$ cat src/rtl/sema_pkg.sv
package sema_pkg;

    typedef enum logic [1:0] {
        OWN_NONE  = 2'd0,
        OWN_LEFT  = 2'd1,
        OWN_RIGHT = 2'd2
    } owner_e;

    typedef struct packed {
        logic wr;
        logic rd;
        logic wbit;
    } sema_op_t;

    // Next owner from the current owner and the updated request latches.
    function automatic owner_e owner_next(owner_e cur, logic want_l, logic want_r);
        owner_e nxt;
        case (cur)
            OWN_LEFT:  nxt = want_l ? OWN_LEFT  : (want_r ? OWN_RIGHT : OWN_NONE);
            OWN_RIGHT: nxt = want_r ? OWN_RIGHT : (want_l ? OWN_LEFT  : OWN_NONE);
            default:   nxt = want_l ? OWN_LEFT  : (want_r ? OWN_RIGHT : OWN_NONE);
        endcase
        return nxt;
    endfunction

    // Flag as one side sees it: 0 when that side holds the token.
    function automatic logic side_view(owner_e cur, logic is_right);
        return is_right ? (cur != OWN_RIGHT) : (cur != OWN_LEFT);
    endfunction

endpackage

$ cat src/rtl/sema_port_decode.sv
module sema_port_decode
    import sema_pkg::*;
#(
    parameter int ADDR_W  = 14,
    parameter int DATA_W  = 16,
    parameter int FLAG_AW = 3
) (
    input  logic               clk,
    input  logic               rst,
    input  logic               sem_n,
    input  logic               ce_n,
    input  logic               oe_n,
    input  logic               wr_n,
    input  logic [ADDR_W-1:0]  addr,
    input  logic [DATA_W-1:0]  wdata,
    output sema_op_t           op,
    output logic [FLAG_AW-1:0] sel,
    output logic               err
);
    logic legal;
    logic illegal;
    logic err_q;
    logic unused_bits;

    assign legal   = !sem_n && ce_n;
    assign illegal = !sem_n && !ce_n;

    always_comb begin
        op.wr   = legal && !wr_n;
        op.rd   = legal && !oe_n && wr_n;
        op.wbit = wdata[0];
    end

    assign sel         = addr[FLAG_AW-1:0];
    assign unused_bits = ^{addr[ADDR_W-1:FLAG_AW], wdata[DATA_W-1:1]};

    always_ff @(posedge clk) begin
        if (rst) err_q <= 1'b0;
        else     err_q <= illegal;
    end

    assign err = err_q;


    no_op_on_illegal_chk: assert property (@(posedge clk) disable iff (rst)
        illegal |-> !op.wr && !op.rd);

endmodule

$ cat src/rtl/sema_flag_cell.sv
module sema_flag_cell
    import sema_pkg::*;
(
    input  logic   clk,
    input  logic   rst,
    input  logic   wr_l,
    input  logic   bit_l,
    input  logic   wr_r,
    input  logic   bit_r,
    output owner_e owner
);
    logic   req_l_q, req_r_q;
    logic   req_l_n, req_r_n;
    owner_e owner_q, owner_n;

    always_comb begin
        req_l_n = wr_l ? !bit_l : req_l_q;
        req_r_n = wr_r ? !bit_r : req_r_q;
        owner_n = owner_next(owner_q, req_l_n, req_r_n);
    end

    always_ff @(posedge clk) begin
        if (rst) begin
            req_l_q <= 1'b0;
            req_r_q <= 1'b0;
            owner_q <= OWN_NONE;
        end else begin
            req_l_q <= req_l_n;
            req_r_q <= req_r_n;
            owner_q <= owner_n;
        end
    end

    assign owner = owner_q;


    quiet_flag_stable_chk: assert property (@(posedge clk) disable iff (rst)
        (!wr_l && !wr_r) |=> $stable(owner_q));


    left_keeps_token_chk: assert property (@(posedge clk) disable iff (rst)
        (owner_q == OWN_LEFT && !(wr_l && bit_l)) |=> owner_q == OWN_LEFT);


    right_keeps_token_chk: assert property (@(posedge clk) disable iff (rst)
        (owner_q == OWN_RIGHT && !(wr_r && bit_r)) |=> owner_q == OWN_RIGHT);


    handover_to_right_chk: assert property (@(posedge clk) disable iff (rst)
        (owner_q == OWN_LEFT && wr_l && bit_l && req_r_q && !(wr_r && bit_r))
        |=> owner_q == OWN_RIGHT);


    left_first_chk: assert property (@(posedge clk) disable iff (rst)
        (owner_q == OWN_NONE && wr_l && !bit_l && wr_r && !bit_r)
        |=> owner_q == OWN_LEFT);

endmodule

$ cat src/rtl/sema_read_hold.sv
module sema_read_hold #(
    parameter int DATA_W  = 16,
    parameter int FLAGS   = 8,
    parameter int FLAG_AW = 3
) (
    input  logic               clk,
    input  logic               rst,
    input  logic               rd,
    input  logic [FLAG_AW-1:0] sel,
    input  logic [FLAGS-1:0]   views,
    output logic [DATA_W-1:0]  rdata
);
    logic              act_q;
    logic [DATA_W-1:0] rdata_q;

    always_ff @(posedge clk) begin
        if (rst) begin
            act_q   <= 1'b0;
            rdata_q <= '1;
        end else begin
            act_q <= rd;
            if (rd && !act_q) rdata_q <= {DATA_W{views[sel]}};
        end
    end

    assign rdata = rdata_q;


    read_frozen_chk: assert property (@(posedge clk) disable iff (rst)
        (act_q && rd) |=> $stable(rdata_q));


    read_replicated_chk: assert property (@(posedge clk) disable iff (rst)
        (rdata_q == '0) || (rdata_q == '1));

endmodule

$ cat src/rtl/dual_sema_unit.sv
module dual_sema_unit
    import sema_pkg::*;
#(
    parameter int ADDR_W = 14,
    parameter int DATA_W = 16,
    parameter int FLAGS  = 8
) (
    input  logic              clk,
    input  logic              rst,
    input  logic              l_sem_n,
    input  logic              l_ce_n,
    input  logic              l_oe_n,
    input  logic              l_wr_n,
    input  logic [ADDR_W-1:0] l_addr,
    input  logic [DATA_W-1:0] l_wdata,
    output logic [DATA_W-1:0] l_rdata,
    output logic              l_err,
    input  logic              r_sem_n,
    input  logic              r_ce_n,
    input  logic              r_oe_n,
    input  logic              r_wr_n,
    input  logic [ADDR_W-1:0] r_addr,
    input  logic [DATA_W-1:0] r_wdata,
    output logic [DATA_W-1:0] r_rdata,
    output logic              r_err
);
    localparam int FLAG_AW = (FLAGS > 1) ? $clog2(FLAGS) : 1;

    sema_op_t           op_l, op_r;
    logic [FLAG_AW-1:0] sel_l, sel_r;
    logic [FLAGS-1:0]   view_l, view_r;

    sema_port_decode #(.ADDR_W(ADDR_W), .DATA_W(DATA_W), .FLAG_AW(FLAG_AW)) u_dec_l (
        .clk(clk), .rst(rst), .sem_n(l_sem_n), .ce_n(l_ce_n), .oe_n(l_oe_n),
        .wr_n(l_wr_n), .addr(l_addr), .wdata(l_wdata),
        .op(op_l), .sel(sel_l), .err(l_err)
    );

    sema_port_decode #(.ADDR_W(ADDR_W), .DATA_W(DATA_W), .FLAG_AW(FLAG_AW)) u_dec_r (
        .clk(clk), .rst(rst), .sem_n(r_sem_n), .ce_n(r_ce_n), .oe_n(r_oe_n),
        .wr_n(r_wr_n), .addr(r_addr), .wdata(r_wdata),
        .op(op_r), .sel(sel_r), .err(r_err)
    );

    for (genvar i = 0; i < FLAGS; i++) begin : g_flag
        logic   hit_l, hit_r;
        owner_e own;

        assign hit_l = op_l.wr && (sel_l == FLAG_AW'(i));
        assign hit_r = op_r.wr && (sel_r == FLAG_AW'(i));

        sema_flag_cell u_cell (
            .clk(clk), .rst(rst),
            .wr_l(hit_l), .bit_l(op_l.wbit),
            .wr_r(hit_r), .bit_r(op_r.wbit),
            .owner(own)
        );

        assign view_l[i] = side_view(own, 1'b0);
        assign view_r[i] = side_view(own, 1'b1);
    end

    sema_read_hold #(.DATA_W(DATA_W), .FLAGS(FLAGS), .FLAG_AW(FLAG_AW)) u_rd_l (
        .clk(clk), .rst(rst), .rd(op_l.rd), .sel(sel_l), .views(view_l), .rdata(l_rdata)
    );

    sema_read_hold #(.DATA_W(DATA_W), .FLAGS(FLAGS), .FLAG_AW(FLAG_AW)) u_rd_r (
        .clk(clk), .rst(rst), .rd(op_r.rd), .sel(sel_r), .views(view_r), .rdata(r_rdata)
    );


    never_both_own_chk: assert property (@(posedge clk) disable iff (rst)
        ((~view_l & ~view_r) == '0));

endmodule

$ cat config.mk
export PLATFORM = sky130hd
export DESIGN_NAME = dual_sema_unit
export DESIGN_NICKNAME = d
export VERILOG_FILES = /design/src/rtl/sema_pkg.sv /design/src/rtl/sema_port_decode.sv /design/src/rtl/sema_flag_cell.sv /design/src/rtl/sema_read_hold.sv /design/src/rtl/dual_sema_unit.sv
export SDC_FILE = /design/constraint.sdc
export NUM_CORES = 1
export LEC_CHECK = 0
export ABC_AREA = 1
export BUFFER_PORTS_ARGS = -buffer_cell sky130_fd_sc_hd__buf_2
export CORE_MARGIN = 2
export CORE_UTILIZATION = 49
export DETAILED_ROUTE_END_ITERATION = 10
export PLACE_DENSITY_LB_ADDON = 0.1
export SYNTH_ARGS = -nofsm -noshare
export SYNTH_HDL_FRONTEND = slang
export SYNTH_SLANG_ARGS = --single-unit
export TNS_END_PERCENT = 50
$ cat constraint.sdc
create_clock -name clk -period 2.7 [get_ports clk]
set_input_delay 0.405 -clock clk [delete_from_list [all_inputs] [get_ports clk]]
set_output_delay 0.405 -clock clk [all_outputs]
set_load 0.005 [all_outputs]
==> metrics.txt <==
status=completed; Critical Path Sink Type=output pin; class of the most critical setup path=reg -> out; Root Driver=clkbuf_8; final setup fails=0; Slew @ Worst Pin=0.543 ns; Switch Pwr=between 0.0002 and 0.0003 W; wire per inst=10.2 µm; most numerous cell in the Yosys netlist=nand2_1; layout cells sized above 1=a little under a fifth; TritonRoute pass-1 iters=4; Core Footprint=between 0.004 and 0.005 mm²; worst-path maximum fanout=17; Yosys top cell area share=36.5%; final worst path period need=approximately 1.4 ns; initial antenna violation count=0; drt via density=~4.5; number of global-route vias before repair=1565; clock network fraction of total power=a little over a third; critical path arrival=1.02 ns; WP buf/inv=1; io pins=roughly 100; Remaining DRCs=0; CTS Buf Count=5; final hold vios=0; PwrDens=487 mW/mm²; Startpoint Class=flip-flop; chip width=about 69 µm; Routed Antenna Nets=0; die height=between 60 and 70 µm; area delta synth->final=7.27%; post-synthesis sequential area ratio=between 30% and 40%; #FFs+latches synth=38; largest net degree at the start of global routing=18; power after layout=around 0.0011 W; maximum VDD drop=approximately 0.25 mV; Starting Density=51.3%; final wirelength=roughly 4000 µm; RD Place Congestion=0.837; Rows=23; Post-synth EDFFs=0; post-DP HPWL=between 3000 and 4000 µm; grt ovf=0; Port Buffers=just over 50; CTS max path bufs=2; switching fraction of total power=between 20% and 30%; cell internal pwr=around 0.00082 W; Synthesis Warnings=0; Avg Cell Area, Syn=6.39 µm²; Top delay family on crit path=flip-flops; CTS tree=yes; drt first-iter violations=67; Multi-input gate area=between 800 and 900 µm²; worst skew pair latency=approximately 0.28 ns; Filler cells=approximately 430; setup_tns=0 ns; synthesized cell area=approximately 0.0021 mm²; Final Skew=0.00295 ns; Post-Place Cell Area=between 0.002 and 0.0025 mm²; top cells by area, synth=dfxtp_1 (37%), nand2_1 (14%), buf_4 (12%), inv_1 (9.7%), nor2_1 (9.5%); Slew headroom=between 60 and 70%; Final Core Density=55.1%; diode count=0; CTS sink count=38; Reg clk slew, reported paths=0.07 ns; CP cell instances=buf_2; Layout Nets=about 420; Worst Path Required=roughly 2.3 ns; Worst path max stage delay=0.55 ns; async set-reset flop share out of synthesis=0%; final std cell area, no fill=0.00223 mm²; Slowest cell on crit path=dfxtp_1; fmax=approximately 0.7 GHz; Worst Hold Class=in -> reg; top cells by count, synth=nand2_1 (80), inv_1 (54), nor2_1 (53), dfxtp_1 (38), nand3_1 (33); die area=roughly 0.0048 mm²; cell count after synthesis=326; Gate power share=a little over a tenth; hold_buf cts=0; Syn Nets=396; register area=761 µm²; # H-tree levels=2; RSZ-0062 raised after global routing=false; Static Leak=roughly 1.1 nW; Post-CTS Setup Repair Bufs=0; first-pass GRT wire length=a little under 7000 µm; Resized cells post-CTS=0; leading area contributor after synthesis=dfxtp_1; max cap viols=0; Total GRT Usage=~18%; Main synth FF type=dfxtp_1; Final period util=between 50% and 60%; Flop pwr share=between 50 and 60%; via count=around 1800; Slew Viols, Final=0; post-synthesis cell type count=19
layout by cell type (no fill, tap or decap), drive strengths merged:
| cell type | synthesis | layout |
|---|---|---|
| a21oi | 4 | 4 |
| and2 | 5 | 5 |
| buf | 34 | 51 |
| clkbuf | 2 | 7 |
| clkinv | 0 | 1 |
| dfxtp | 38 | 38 |
| inv | 57 | 57 |
| nand2 | 80 | 80 |
| nand3 | 33 | 33 |
| nand3b | 1 | 1 |
| nand4 | 4 | 4 |
| nor2 | 59 | 59 |
| nor3 | 2 | 2 |
| o21a | 2 | 2 |
| o21ai | 1 | 1 |
| o21bai | 4 | 4 |
power groups by stage:
stage,clock (W),combinational (W),sequential (W)
6_report,0.000397,0.000117,0.000574
5_1_grt,0.000433,0.000133,0.000576
4_1_cts,0.000409,0.000118,0.000574
3_5_place_dp,0,0.000118,0.000587
3_3_place_gp,0,0.000117,0.000587
2_1_floorplan,0,0.0000880,0.000587
per-layer routing:
metal / track usage (%) / share of wire [%] / vias up / wire [µm]
met3: 3.05 / 3.5 / 4 / 143
met4: 5.23 / 0.71 / 0 / 29
met2: 30.1 / 45 / 34 / 1860
met5: 0 / 0 / - / 0
li1: - / - / 988 / -
met1: 22.9 / 50 / 772 / 2060
cell type report:
class	instances	share of cell area, %
multi-input combinational	195	38.1
sequential	38	34.0
timing repair buffer	51	11.4
inverter	57	9.57
clock buffer	7	3.86
tap	50	2.80
clock inverter	1	0.224
logic make-up (layout without fill, tap and decap cells):
| group | count (synthesis) | count (layout) | share of synthesized area [%] |
|---|---|---|---|
| buffers and inverters | 93 | 116 | 22.6 |
| AOI/OAI and AO/OA | 11 | 11 | 3.36 |
| and+or+nand+nor | 184 | 184 | 37.5 |
| DFF | 38 | 38 | 36.5 |
metrics by stage:
step | hold WS (ns) | setup slack, ns | cells
floorplan | 0.481 | 1.48 | 326
finish | 0.298 | 1.27 | 399
CTS | 0.293 | 1.24 | 399
detailed placement | 0.512 | 1.08 | 391
global route | 0.316 | 1.15 | 399
global placement | 0.503 | 1.10 | 391
registers in the layout, indices dropped and copies added (netlist names):
register and count:
g_flag.u_cell.req_r_q 8, u_dec_l.err 1, u_rd_r.rdata 1, g_flag.u_cell.owner 16, u_dec_r.err 1, u_rd_r.act_q 1, g_flag.u_cell.req_l_q 8, u_rd_l.act_q 1
u_rd_l.rdata 1
final timing paths:
kind                                        startpoint                            to  slack (ns)  cells past startpoint
setup / recovery          u_rd_r.rdata[0]$_SDFFE_PP1P_                    r_rdata[1]        1.27                      1
hold / removal                                  r_ce_n        u_dec_r.err$_SDFF_PP0_        0.30                      2
setup reg to reg  g_flag[2].u_cell.owner[1]$_SDFF_PP0_  u_rd_r.rdata[0]$_SDFFE_PP1P_        1.70                      7
hold reg to reg                u_rd_l.act_q$_SDFF_PP0_  u_rd_l.rdata[0]$_SDFFE_PP1P_        0.52                      3
No activity file was read; power rests on OpenSTA's default activity.
